--- src/rtl/i2cm_pkg.sv ---
package i2cm_pkg;

    typedef enum logic [2:0] {
        S_IDLE,
        S_START,
        S_SHIFT,
        S_ACK,
        S_HOLD,
        S_STOP
    } seq_state_t;

    typedef enum logic [2:0] {
        K_ADDR,
        K_REG,
        K_ADDR_RD,
        K_WDATA,
        K_RDATA
    } byte_kind_t;

    localparam logic [2:0] RA_TARGET = 3'd0;
    localparam logic [2:0] RA_COUNT  = 3'd1;
    localparam logic [2:0] RA_CONFIG = 3'd2;
    localparam logic [2:0] RA_DIVIDE = 3'd3;
    localparam logic [2:0] RA_CMD    = 3'd4;
    localparam logic [2:0] RA_DATA   = 3'd5;
    localparam logic [2:0] RA_STATUS = 3'd6;

    localparam int CMD_WRITE = 1;
    localparam int CMD_READ  = 2;
    localparam int ADDR_MAX  = 127;

endpackage

--- src/rtl/i2cm_qtick.sv ---
module i2cm_qtick #(
    parameter int DIV_W = 16
) (
    input  logic             clk,
    input  logic             rst_n,
    input  logic             en,
    input  logic [DIV_W-1:0] div,
    output logic             tick
);

    logic [DIV_W-1:0] cnt;
    logic [DIV_W-1:0] lim;

    assign lim  = (div == '0) ? '0 : div - DIV_W'(1);
    assign tick = en && (cnt >= lim);

    always_ff @(posedge clk or negedge rst_n) begin
        if (!rst_n) begin
            cnt <= '0;
        end else if (!en || tick) begin
            cnt <= '0;
        end else begin
            cnt <= cnt + DIV_W'(1);
        end
    end


    tick_spacing_chk: assert property (@(posedge clk) disable iff (!rst_n)
        (tick && lim != '0 && $stable(div)) |=> !tick);

endmodule

--- src/rtl/i2cm_seq.sv ---
module i2cm_seq
    import i2cm_pkg::*;
#(
    parameter int CNT_W = 8
) (
    input  logic             clk,
    input  logic             rst_n,
    input  logic             qtick,
    input  logic             go,
    input  logic             go_rd,
    input  logic             use_reg_in,
    input  logic [6:0]       dev,
    input  logic [7:0]       reg_byte,
    input  logic [CNT_W-1:0] count,
    input  logic             tx_full,
    input  logic [7:0]       tx_byte,
    input  logic             rx_full,
    input  logic             sda_in,
    output logic             busy,
    output logic             tick_en,
    output logic             tx_take,
    output logic             rx_put,
    output logic [7:0]       rx_byte,
    output logic             nack_seen,
    output logic             scl_lvl,
    output logic             sda_lvl
);

    seq_state_t       state;
    byte_kind_t       kind;
    logic [1:0]       q;
    logic [2:0]       bitcnt;
    logic [7:0]       sh;
    logic [CNT_W-1:0] left;
    logic             op_rd;
    logic             use_reg;
    logic             ack_smp;
    logic             end_bit;
    logic             sample;
    logic             is_rx;

    assign end_bit = qtick && (q == 2'd3);
    assign sample  = qtick && (q == 2'd2);
    assign is_rx   = (kind == K_RDATA);

    always_ff @(posedge clk or negedge rst_n) begin
        if (!rst_n) begin
            state   <= S_IDLE;
            kind    <= K_ADDR;
            q       <= 2'd0;
            bitcnt  <= 3'd0;
            sh      <= 8'd0;
            left    <= '0;
            op_rd   <= 1'b0;
            use_reg <= 1'b0;
            ack_smp <= 1'b0;
        end else begin
            if (qtick) q <= q + 2'd1;
            unique case (state)
                S_IDLE: if (go) begin
                    state   <= S_START;
                    q       <= 2'd0;
                    bitcnt  <= 3'd0;
                    op_rd   <= go_rd;
                    use_reg <= use_reg_in;
                    left    <= count;
                    sh      <= {dev, go_rd && !use_reg_in};
                    kind    <= (go_rd && !use_reg_in) ? K_ADDR_RD : K_ADDR;
                end
                S_START: if (end_bit) begin
                    state  <= S_SHIFT;
                    bitcnt <= 3'd0;
                end
                S_SHIFT: begin
                    if (sample && is_rx) sh <= {sh[6:0], sda_in};
                    if (end_bit) begin
                        if (!is_rx) sh <= {sh[6:0], 1'b0};
                        if (bitcnt == 3'd7) state <= S_ACK;
                        bitcnt <= bitcnt + 3'd1;
                    end
                end
                S_ACK: begin
                    if (sample) ack_smp <= sda_in;
                    if (end_bit) begin
                        if (is_rx) begin
                            if (left == '0) begin
                                state <= S_STOP;
                            end else begin
                                left  <= left - CNT_W'(1);
                                state <= S_HOLD;
                            end
                        end else if (ack_smp) begin
                            state <= S_STOP;
                        end else begin
                            unique case (kind)
                                K_ADDR: if (use_reg) begin
                                    sh    <= reg_byte;
                                    kind  <= K_REG;
                                    state <= S_SHIFT;
                                end else begin
                                    kind  <= K_WDATA;
                                    state <= S_HOLD;
                                end
                                K_REG: if (op_rd) begin
                                    sh    <= {dev, 1'b1};
                                    kind  <= K_ADDR_RD;
                                    state <= S_START;
                                end else begin
                                    kind  <= K_WDATA;
                                    state <= S_HOLD;
                                end
                                K_ADDR_RD: begin
                                    kind  <= K_RDATA;
                                    state <= S_HOLD;
                                end
                                default: if (left == '0) begin
                                    state <= S_STOP;
                                end else begin
                                    left  <= left - CNT_W'(1);
                                    state <= S_HOLD;
                                end
                            endcase
                        end
                    end
                end
                S_HOLD: begin
                    q <= 2'd0;
                    if (is_rx) begin
                        if (!rx_full) state <= S_SHIFT;
                    end else if (tx_full) begin
                        sh    <= tx_byte;
                        state <= S_SHIFT;
                    end
                end
                S_STOP: if (end_bit) state <= S_IDLE;
            endcase
        end
    end

    always_comb begin
        scl_lvl = 1'b1;
        sda_lvl = 1'b1;
        unique case (state)
            S_IDLE: begin
                scl_lvl = 1'b1;
                sda_lvl = 1'b1;
            end
            S_START: begin
                scl_lvl = (q == 2'd1) || (q == 2'd2);
                sda_lvl = (q <= 2'd1);
            end
            S_SHIFT: begin
                scl_lvl = (q == 2'd1) || (q == 2'd2);
                sda_lvl = is_rx ? 1'b1 : sh[7];
            end
            S_ACK: begin
                scl_lvl = (q == 2'd1) || (q == 2'd2);
                sda_lvl = is_rx ? (left == '0) : 1'b1;
            end
            S_HOLD: begin
                scl_lvl = 1'b0;
                sda_lvl = 1'b1;
            end
            S_STOP: begin
                scl_lvl = (q != 2'd0);
                sda_lvl = (q >= 2'd2);
            end
        endcase
    end

    assign busy      = (state != S_IDLE);
    assign tick_en   = busy && (state != S_HOLD);
    assign tx_take   = (state == S_HOLD) && !is_rx && tx_full;
    assign rx_put    = (state == S_SHIFT) && is_rx && end_bit && (bitcnt == 3'd7);
    assign rx_byte   = sh;
    assign nack_seen = (state == S_ACK) && !is_rx && end_bit && ack_smp;


    sda_while_scl_high_chk: assert property (@(posedge clk) disable iff (!rst_n)
        (scl_lvl && $past(scl_lvl) && (sda_lvl != $past(sda_lvl)))
            |-> (state == S_START || state == S_STOP));


    busy_drop_at_stop_chk: assert property (@(posedge clk) disable iff (!rst_n)
        $fell(busy) |-> ($past(state) == S_STOP));


    nack_to_stop_chk: assert property (@(posedge clk) disable iff (!rst_n)
        nack_seen |=> (state == S_STOP));

endmodule

--- src/rtl/i2c_count_master.sv ---
module i2c_count_master
    import i2cm_pkg::*;
#(
    parameter int REG_W       = 16,
    parameter int CNT_W       = 8,
    parameter int DIV_W       = 16,
    parameter int DEFAULT_DIV = 250
) (
    input  logic             clk,
    input  logic             rst_n,
    input  logic             reg_wr,
    input  logic             reg_rd,
    input  logic [2:0]       reg_addr,
    input  logic [REG_W-1:0] reg_wdata,
    output logic [REG_W-1:0] reg_rdata,
    output logic             scl_low,
    output logic             sda_low,
    input  logic             sda_in
);

    logic [6:0]       tgt;
    logic [CNT_W-1:0] cnt;
    logic             skip_reg;
    logic [7:0]       reg_byte;
    logic [DIV_W-1:0] div;
    logic [7:0]       tx_hold;
    logic             tx_full;
    logic [7:0]       rx_hold;
    logic             rx_full;
    logic             ack_err;

    logic             busy, tick_en, qtick;
    logic             tx_take, rx_put, nack_seen;
    logic [7:0]       rx_byte;
    logic             scl_lvl, sda_lvl;
    logic             go, go_rd, cmd_wr;

    assign cmd_wr = reg_wr && (reg_addr == RA_CMD);
    assign go_rd  = (reg_wdata == REG_W'(CMD_READ));
    assign go     = cmd_wr && !busy && (go_rd || reg_wdata == REG_W'(CMD_WRITE));

    always_ff @(posedge clk or negedge rst_n) begin
        if (!rst_n) begin
            tgt      <= 7'd0;
            cnt      <= '0;
            skip_reg <= 1'b1;
            reg_byte <= 8'd0;
            div      <= DIV_W'(DEFAULT_DIV);
            tx_hold  <= 8'd0;
            tx_full  <= 1'b0;
            rx_hold  <= 8'd0;
            rx_full  <= 1'b0;
            ack_err  <= 1'b0;
        end else begin
            if (reg_wr && reg_addr == RA_TARGET && reg_wdata <= REG_W'(ADDR_MAX))
                tgt <= reg_wdata[6:0];
            if (reg_wr && reg_addr == RA_COUNT)
                cnt <= reg_wdata[CNT_W-1:0];
            if (reg_wr && reg_addr == RA_CONFIG) begin
                skip_reg <= reg_wdata[0];
                reg_byte <= reg_wdata[15:8];
            end
            if (reg_wr && reg_addr == RA_DIVIDE)
                div <= reg_wdata[DIV_W-1:0];
            if (tx_take) tx_full <= 1'b0;
            if (reg_wr && reg_addr == RA_DATA) begin
                tx_hold <= reg_wdata[7:0];
                tx_full <= 1'b1;
            end
            if (reg_rd && reg_addr == RA_DATA) rx_full <= 1'b0;
            if (rx_put) begin
                rx_hold <= rx_byte;
                rx_full <= 1'b1;
            end
            if (nack_seen) ack_err <= 1'b1;
            if (go) begin
                tx_full <= 1'b0;
                rx_full <= 1'b0;
                ack_err <= 1'b0;
            end
        end
    end

    always_comb begin
        reg_rdata = '0;
        case (reg_addr)
            RA_TARGET: reg_rdata[6:0] = tgt;
            RA_COUNT:  reg_rdata[CNT_W-1:0] = cnt;
            RA_CONFIG: begin
                reg_rdata[0]    = skip_reg;
                reg_rdata[15:8] = reg_byte;
            end
            RA_DIVIDE: reg_rdata[DIV_W-1:0] = div;
            RA_DATA:   reg_rdata[7:0] = rx_hold;
            RA_STATUS: reg_rdata[3:0] = {ack_err, rx_full, !tx_full, busy};
            default:   reg_rdata = '0;
        endcase
    end

    i2cm_qtick #(.DIV_W(DIV_W)) u_qtick (
        .clk  (clk),
        .rst_n(rst_n),
        .en   (tick_en),
        .div  (div),
        .tick (qtick)
    );

    i2cm_seq #(.CNT_W(CNT_W)) u_seq (
        .clk       (clk),
        .rst_n     (rst_n),
        .qtick     (qtick),
        .go        (go),
        .go_rd     (go_rd),
        .use_reg_in(!skip_reg),
        .dev       (tgt),
        .reg_byte  (reg_byte),
        .count     (cnt),
        .tx_full   (tx_full),
        .tx_byte   (tx_hold),
        .rx_full   (rx_full),
        .sda_in    (sda_in),
        .busy      (busy),
        .tick_en   (tick_en),
        .tx_take   (tx_take),
        .rx_put    (rx_put),
        .rx_byte   (rx_byte),
        .nack_seen (nack_seen),
        .scl_lvl   (scl_lvl),
        .sda_lvl   (sda_lvl)
    );

    always_ff @(posedge clk or negedge rst_n) begin
        if (!rst_n) begin
            scl_low <= 1'b0;
            sda_low <= 1'b0;
        end else begin
            scl_low <= !scl_lvl;
            sda_low <= !sda_lvl;
        end
    end


    rx_no_overrun_chk: assert property (@(posedge clk) disable iff (!rst_n)
        rx_put |-> !rx_full);

endmodule

--- config.mk ---
export PLATFORM = sky130hd
export DESIGN_NAME = i2c_count_master
export DESIGN_NICKNAME = d
export VERILOG_FILES = /design/src/rtl/i2cm_pkg.sv /design/src/rtl/i2cm_qtick.sv /design/src/rtl/i2cm_seq.sv /design/src/rtl/i2c_count_master.sv
export SDC_FILE = /design/constraint.sdc
export NUM_CORES = 1
export LEC_CHECK = 0
export BUFFER_PORTS_ARGS = -buffer_cell sky130_fd_sc_hd__buf_2
export CELL_PAD_IN_SITES_DETAIL_PLACEMENT = 2
export CELL_PAD_IN_SITES_GLOBAL_PLACEMENT = 2
export CORE_MARGIN = 2
export CORE_UTILIZATION = 35
export CTS_CLUSTER_SIZE = 25
export DETAILED_ROUTE_END_ITERATION = 10
export PLACE_DENSITY_LB_ADDON = 0.05
export SLEW_MARGIN = 15
export SYNTH_ARGS = -nofsm -noshare
export SYNTH_HDL_FRONTEND = slang
export SYNTH_SLANG_ARGS = --single-unit
--- constraint.sdc ---
create_clock -name clk -period 7.2 [get_ports clk]
set_input_delay 0.72 -clock clk [delete_from_list [all_inputs] [get_ports clk]]
set_output_delay 0.72 -clock clk [all_outputs]
set_load 0.02 [all_outputs]
After elaboration in Yosys (flattened, before gate mapping)
Index checks and enable logic that the tools add are counted.

Add/sub/neg operators: 5. Eq/ne operators: 39. Reduce and logical (&&, ||, !) cells: 57. Magnitude comparators: 4. Muxes and demuxes: 70.

Operators with widths (number): $mux 8 (17); $mux 3 (19); $pmux 8 s2 (3); $mux 16 (2); $pmux 8 s4 (1); $pmux 3 s3 (3); $logic_and 1x1->1 (24); $eq 3x3->1 const B (7); $pmux 3 s6 (1); $add 16x1->16 const B (1); $eq 16x1->1 const B (1); $eq 16x2->1 const B (1); $ge 16x16->1 (1); $le 16x7->1 const B (1); $logic_not 16->1 (1); $sub 16x1->16 const B (1); $eq 3x2->1 const B (5); $pmux 3 s5 (1); $mux 1 (12); $ne 2x2->1 const B (6); $ne 3x2->1 const B (4); $ne 3x3->1 const B (4); $pmux 3 s4 (1); $reduce_bool 3->1 (4); other kinds (31) (54).

Input port bits: 24. Output and inout bits: 18. Logic and storage cells: 197. Bits in registers: 107.

Longest topological paths before layout
Gate-level depths: netlist of run 1.

Word-level depth: 10. Mapped depth: 16. Gate-level depth less buffers: 14.

Cells and area by module
Synthesis of run 1 repeated with hierarchy kept, for this count alone.

Cell total of the unflattened synthesis: 676. Area, all modules: 6855.3 µm².

By module, submodules not included: i2c_count_master (times used 1, cells an instance 215, area each 2912.8 µm², sequential area each 1535.2 µm²); i2cm_seq (times used 1, cells an instance 285, area each 2387.3 µm², sequential area each 750.7 µm²); i2cm_qtick (times used 1, cells an instance 176, area each 1555.2 µm², sequential area each 400.4 µm²).

Worst setup path before layout of run 1
Ideal clock, no wire load.

Kind: reg-to-reg. From: reg div[9]. To: reg u_seq.state[0]. Path buffers: 3. Arrival time: 4146 ps. Stages on the path, launching flop included: 16. Data required time: 7089 ps. Clock period less this slack: 4257 ps. Path slack: 2943 ps. Setup time: 111 ps. Cells stage by stage: dfrtp_1 > or4_4 > or4_1 > or4_1 > buf_2 > buf_6 > nand2_1 > ha_1 > a211o_1 > a31oi_1 > o221ai_2 > a211oi_2 > buf_4 > nor2_1 > mux2_1 > a222oi_1.

Cells in the longest elaborated chain, start to end: 7. Elaborated cells between the ends (all ways): 11. Classes of those cells: add/sub (1); order compare (1); eq/ne (4); mux (1); reduce/logical (4).

RTL lines: from (decl) (RTL line i2c_count_master.sv:25) `logic [DIV_W-1:0] div;`; from (signal assigned) (RTL line i2c_count_master.sv:48) `div <= DIV_W'(DEFAULT_DIV);`; from (signal assigned) (RTL line i2c_count_master.sv:64) `div <= reg_wdata[DIV_W-1:0];`; $sub 16x1->16 / $logic_not 16->1 (equally long branches) (RTL line i2cm_qtick.sv:14) `assign lim = (div == '0) ? '0 : div - DIV_W'(1);`; $mux 16 * (RTL line i2cm_qtick.sv:14); $ge 16x16->1 * (RTL line i2cm_qtick.sv:15) `assign tick = en && (cnt >= lim);`; $logic_and 1x1->1 * (RTL line i2cm_qtick.sv:15); $logic_and 1x1->1 * (RTL line i2cm_seq.sv:42) `assign end_bit = qtick && (q == 2'd3);`; $ne 2x1->1 (no source line); $reduce_and 8->1 (no source line) *; to (signal assigned) (RTL line i2cm_seq.sv:48) `state <= S_IDLE;`; to (signal assigned) (RTL line i2cm_seq.sv:61) `state <= S_START;`; to (signal assigned) (RTL line i2cm_seq.sv:71) `state <= S_SHIFT;`; to (decl) (RTL line i2cm_seq.sv:29) `seq_state_t state;`.

Every way passes the cells marked *; elsewhere a longest branch is shown, timed or not. A chain may end at the register's enable or synchronous reset.

Worst setup path in the final report of run 1
From: reg div[9]. To: reg u_seq.left[4].

Cells in the longest elaborated chain, start to end: 7. Elaborated cells between the ends (all ways): 8. Classes of those cells: add/sub (1); order compare (1); eq/ne (1); mux (1); reduce/logical (4).

RTL lines: $sub 16x1->16 / $logic_not 16->1 (equally long branches) (RTL line i2cm_qtick.sv:14); $mux 16 * (RTL line i2cm_qtick.sv:14); $ge 16x16->1 * (RTL line i2cm_qtick.sv:15); $logic_and 1x1->1 * (RTL line i2cm_qtick.sv:15); $logic_and 1x1->1 * (RTL line i2cm_seq.sv:42); $ne 2x1->1 (no source line) *; $reduce_and 5->1 (no source line) *; to (signal assigned) (RTL line i2cm_seq.sv:66) `left <= count;`; to (signal assigned) (RTL line i2cm_seq.sv:89) `left <= left - CNT_W'(1);`; to (signal assigned) (RTL line i2cm_seq.sv:119) `left <= left - CNT_W'(1);`; to (decl) (RTL line i2cm_seq.sv:34) `logic [CNT_W-1:0] left;`.

Marked as above.

==> results of run 1 <==
-- worst reg2reg max path, stage by stage, from the launching register on --
cell and delay (ps):
dfrtp_1 460, or4_4 560, or4_1 440, or4_1 740
and2_1 270, ha_1 250, nand2b_1 140, a31oi_1 200
o221ai_2 120, a211oi_2 850, nand2b_1 540, o21ai_0 170
a221o_1 310
-- worst max path at each step --
stage                             startpoint                    endpoint  slack (ps)  depth (start not counted)
after floorplan           div[9]$_DFFE_PN0P_  u_seq.state[0]$_DFFE_PN0P_        2940                         15
after CTS                 div[9]$_DFFE_PN0P_   u_seq.left[4]$_DFFE_PN0P_        2010                         12
after global routing      div[9]$_DFFE_PN0P_        u_seq.q[0]$_DFF_PN0_        1770                         12
after detailed placement  div[9]$_DFFE_PN0P_   u_seq.left[4]$_DFFE_PN0P_        2000                         12
after global placement    div[9]$_DFFE_PN0P_        u_seq.q[0]$_DFF_PN0_        2170                         12
final                     div[9]$_DFFE_PN0P_   u_seq.left[4]$_DFFE_PN0P_        2060                         12
-- metrics by stage --
stage	power [mW]	worst slack (ps)	instance area (µm²)	instances
finish	1.885	2058	7363	961
detailed placement	1.392	2004	7067	945
floorplan	1.184	2943	6688	698
global placement	1.360	2172	7067	945
CTS	1.909	2007	7361	961
global route	2.011	1768	7363	961
-- report_power, final --
group	internal [mW]	leakage [nW]	switching [mW]
registers	0.710	1.30	0.144
logic	0.225	1.70	0.297
clock network	0.245	0.143	0.264
total	1.18	3.14	0.705
-- Yosys cell counts (14+ instances only) --
master,n,share of area [%]
nor2_1,102,5.7
mux2i_1,24,3.6
xor2_1,17,2.2
nand2_1,55,3.1
mux2_2,60,10
ha_1,26,4.9
nor3_1,33,2.5
dfrtp_1,100,37
clkbuf_1,18,1.0
inv_1,14,0.79
o21ai_0,17,1.3
nand3_1,17,1.3
a21oi_1,28,2.1
-- metal layers --
| metal | wire [µm] | track usage, % | part of all wire [%] |
|---|---|---|---|
| met3 | 555 | 3.365 | 2.4 |
| met5 | 0 | 0 | 0 |
| met4 | 359 | 6.263 | 1.5 |
| met1 | 11300 | 34.36 | 48 |
| met2 | 11270 | 40.25 | 48 |
-- cell type report --
cell class,instances,area (µm²)
multi-input combinational,542,3781
fill,2035,11340
clock inverter,7,68.82
tap,234,292.8
sequential,107,2686
inverter,15,56.30
clock buffer,9,225.2
timing repair buffer,47,252.7
-- kinds of logic after synthesis --
group	count (synthesis)
simple gates	267
compound gates	137
flops	107
mux	85
buf+inv	49
xor+xnor	27
fa+ha+maj	26
==> flow_summary.toml, run 1 <==
[finish]
layout_commonest_cell = "nor2_1"
post-route-util_pct = 39.36
antenna_cells = 0
area_growth_pct = 10.10
nets = 772
drive_gt1_share_pct = 20.63
final_cell_mix = "101 x nor2_1, 100 x dfrtp_1, 60 x mux2_2"
reg_top3 = "div: 16 flops, u_qtick.cnt: 16 flops"

[routing]
wl_per_cell_um = 24.43
postRouteAntennaNets = 0
vias = 5642
first_iter_violations = 291
drc = 0
viasPerCell = 5.871
first_pass_iters = 7
wl_um = 23480

[synthesis]
synthAdderAreaFrac_pct = 4.864
ys.warnings.count = 0
synth-xor-area-share_pct = 3.536
netlist_area_um2 = 6688
yosys_register_bits = 107
syn_nets = 748
syn_inst = 698
synth-main-ff-cell = "dfrtp_1"
synth-seq-area-share_pct = 40.17
synth_top_family_by_area = "simple AND/OR/NAND/NOR gates"
synth_simple_gate_area_share_pct = 19.14
yosysUniqueCellTypes = 72
synth_edf_count = 0
synthMuxAreaShare_pct = 13.86
synth_compound_area_share_pct = 15.02
ys_async_sr_fraction_pct = 100.0
syn_area_per_cell_um2 = 9.581

[global_route]
grt_max_degree = 61
antenna_found_initial = 0
grt_pass1_wl_um = 37440
grt_overflow_total = 0
grt_usage_pct = 24.58
grt_pass1_vias = 6114

[status]
status = "completed"

[clocking]
clock_path_buffers = 2
cts_tree = "yes"
cts_buffers = 9
path_clk_slew_ps = 80
cts_setup_buffers = 0
insertion_delay_ps = 370
cts_resized = 0
cts-root-buf = "clkbuf_16"
h-tree-depth = 3
hold_buffers = 0
cts_sinks = 107

[die]
die-area_um2 = 20230
pin_count = 42
rows = 50
core-area_um2 = 18710
start_util_pct = 35.75
fp.dieH_um = 142.2
die_w_um = 142.2

[placed_design]
port_buffers = 41
dpl.hpwl_um = 17350
place_congestion = 0.8053

[pwr]
powerDensity_nw_per_um2 = 256.0
power.leakage_nw = 3.143
peakVddDrop_mv = 0.1221

[worst_setup_path]
r2r_cells = 12
required_ps = 7460
cp.arrival_ps = 5400
cp_cell_sequence = "or4_4, or4_1, or4_1, and2_1, ha_1, nand2b_1, a31oi_1, o221ai_2, a211oi_2, nand2b_1, o21ai_0, a221o_1"
max_stage_delay_ps = 850
r2r-start = "div[9]$_DFFE_PN0P_"
r2r-end = "u_seq.left[4]$_DFFE_PN0P_"
path_class = "register to register"
cp-start-kind = "register"
critPathCaptureType = "register"
worstPathMaxFanout = 15
path_buf_inv = 0
slowest_stage = "a211oi_2"
critical-path-top-delay-family = "simple AND/OR/NAND/NOR gates"
r2r_slack_ps = 2060

[sta]
max_freq_ghz = 0.1945
worst_slew_margin_rel_pct = 21.60
final.setup.tns_ps = 0
rsz0062_at_grt = "no"
fin_skew_ps = 12.05
min_period_over_period_pct = 71.42
maxSlewViolCount = 0
layout_min_cycle_time_ps = 5142
hold_viol = 0
setup_violations = 0
hold_slack_ps = 379.1
worst_pin_slew_ps = 1166

[flow_run]
cap_viol_max_count = 0

[hold_path]
hp-class = "input pin to async pin"
Power figures use the tool's default switching activity.
==> run 2: changes to the inputs <==
==> constraint.sdc (replaced) <==
create_clock -name clk -period 4.8 [get_ports clk]
set_input_delay 0.48 -clock clk [delete_from_list [all_inputs] [get_ports clk]]
set_output_delay 0.48 -clock clk [all_outputs]
set_load 0.02 [all_outputs]
==> run 2 against run 1 <==
Flip-flop and latch count did not move. Total power increased by 52%. Combinational power grew 56%. Critical endpoint is now u_seq.state[0]$_DFFE_PN0P_. Largest cell class unchanged.
==> flow_summary.toml, run 2 (synthesis gave the netlist of run 1 again) <==
[clocking]
hold_buffers = 0
path_clk_slew_ps = 80
cts_sinks = 107
h-tree-depth = 3
cts-root-buf = "clkbuf_16"
clock_path_buffers = 2
cts_buffers = 9
cts_resized = 0
insertion_delay_ps = 370
cts_tree = "yes"
cts_setup_buffers = 0

[sta]
layout_min_cycle_time_ps = 4414
rsz0062_at_grt = "no"
setup_violations = 0
final.setup.tns_ps = 0
fin_skew_ps = 12.24
hold_viol = 0
maxSlewViolCount = 0
min_period_over_period_pct = 91.96
max_freq_ghz = 0.2266
worst_slew_margin_rel_pct = 36.26
worst_pin_slew_ps = 950.9

[finish]
area_growth_pct = 11.23
nets = 783
seqCellArea_um2 = 2686
nFillCells = 2039
layout_commonest_cell = "nor2_1"
post-route-util_pct = 39.77
drive_gt1_share_pct = 21.68
antenna_cells = 0
final_cell_mix = "102 x nor2_1, 100 x dfrtp_1, 60 x mux2_2"
multiInputGateArea_um2 = 3780
reg_top3 = "div: 16 flops, u_qtick.cnt: 16 flops"

[die]
pin_count = 42
core-area_um2 = 18710
rows = 50
start_util_pct = 35.75
fp.dieH_um = 142.2
die-area_um2 = 20230
die_w_um = 142.2

[routing]
first_iter_violations = 231
postRouteAntennaNets = 0
first_pass_iters = 4
vias = 5685
drc = 0
viasPerCell = 5.849
wl_um = 23110
wl_per_cell_um = 23.78

[status]
status = "completed"

[global_route]
grt_pass1_vias = 6175
antenna_found_initial = 0
met1_usage_pct = 34.78
grt_usage_pct = 24.42
grt.met3_usage_pct = 3.970
busiest_layer = "met2"
grt_max_degree = 65
grt_pass1_wl_um = 37400
grt_overflow_total = 0
grt_util_met2_pct = 39.94

[worst_setup_path]
critPathCaptureType = "register"
required_ps = 5060
cp.arrival_ps = 4670
r2r-start = "div[11]$_DFFE_PN0P_"
r2r_slack_ps = 390
worstPathMaxFanout = 15
r2r_cells = 13
r2r-end = "u_seq.state[0]$_DFFE_PN0P_"
path_class = "register to register"
cp-start-kind = "register"

[pwr]
power.leakage_nw = 3.194
peakVddDrop_mv = 0.1783
powerDensity_nw_per_um2 = 383.9

[placed_design]
dpl.hpwl_um = 17380
place_congestion = 0.8147
port_buffers = 41

[hold_path]
hp-class = "input pin to async pin"

[flow_run]
cap_viol_max_count = 0
[run 2: cell types whose count changed in the layout (fill, tap and decap cells not counted), sizes merged]
cell / delta
buf: +11
clkbuf: +1
inv: -1
[run 2: layout make-up]
class	count	area share (%)
inverter	15	0.7569
multi-input combinational	542	50.82
tap	234	3.936
sequential	107	36.11
clock buffer	10	3.078
timing repair buffer	58	4.508
clock inverter	6	0.7906
[run 2: power breakdown]
| part | internal [mW] | switching, mW |
|---|---|---|
| sequential | 1.06 | 0.224 |
| clock | 0.365 | 0.390 |
| combinational | 0.353 | 0.461 |
[run 2: per-stage QoR]
step	std cells	hold WS (ps)	power [mW]	area [µm²]	setup WS [ps]
finish	972	231.8	2.856	7438	386.1
global route	972	293.4	3.050	7438	173.3
CTS	972	255.7	2.897	7432	113.3
detailed placement	956	489.2	2.127	7144	116.2
global placement	956	482.2	2.062	7144	241.3
floorplan	698	184.4	1.777	6688	542.5
[run 2: per-layer routing]
layer  up-vias  wire (µm)
met1      2971      11200
met4         0        167
li1       2619          -
met3        11        804
met2        84      10940
met5         -          0
[run 2: how the worst max path moves through the flow]
stage	startpoint	to	slack, ps	depth (start not counted)
after CTS	div[9]$_DFFE_PN0P_	u_seq.bitcnt[0]$_DFFE_PN0P_	110	13
after floorplan	div[9]$_DFFE_PN0P_	u_seq.state[0]$_DFFE_PN0P_	540	15
final	div[11]$_DFFE_PN0P_	u_seq.state[0]$_DFFE_PN0P_	390	13
after global placement	div[9]$_DFFE_PN0P_	u_seq.left[4]$_DFFE_PN0P_	240	13
after global routing	div[9]$_DFFE_PN0P_	u_seq.state[0]$_DFFE_PN0P_	170	13
after detailed placement	div[9]$_DFFE_PN0P_	u_seq.left[4]$_DFFE_PN0P_	120	13
[run 2: worst max-delay path: stages (launching register included)]
cell and delay, ps:
dfrtp_1 430, or4_4 570, or4_1 440, or4_4 640, nand2_1 110, ha_1 180, nor2_1 60, or3_1 390
o221ai_2 200, a211oi_2 80, buf_4 200, nor2_1 270, mux2_1 370, a222oi_1 330
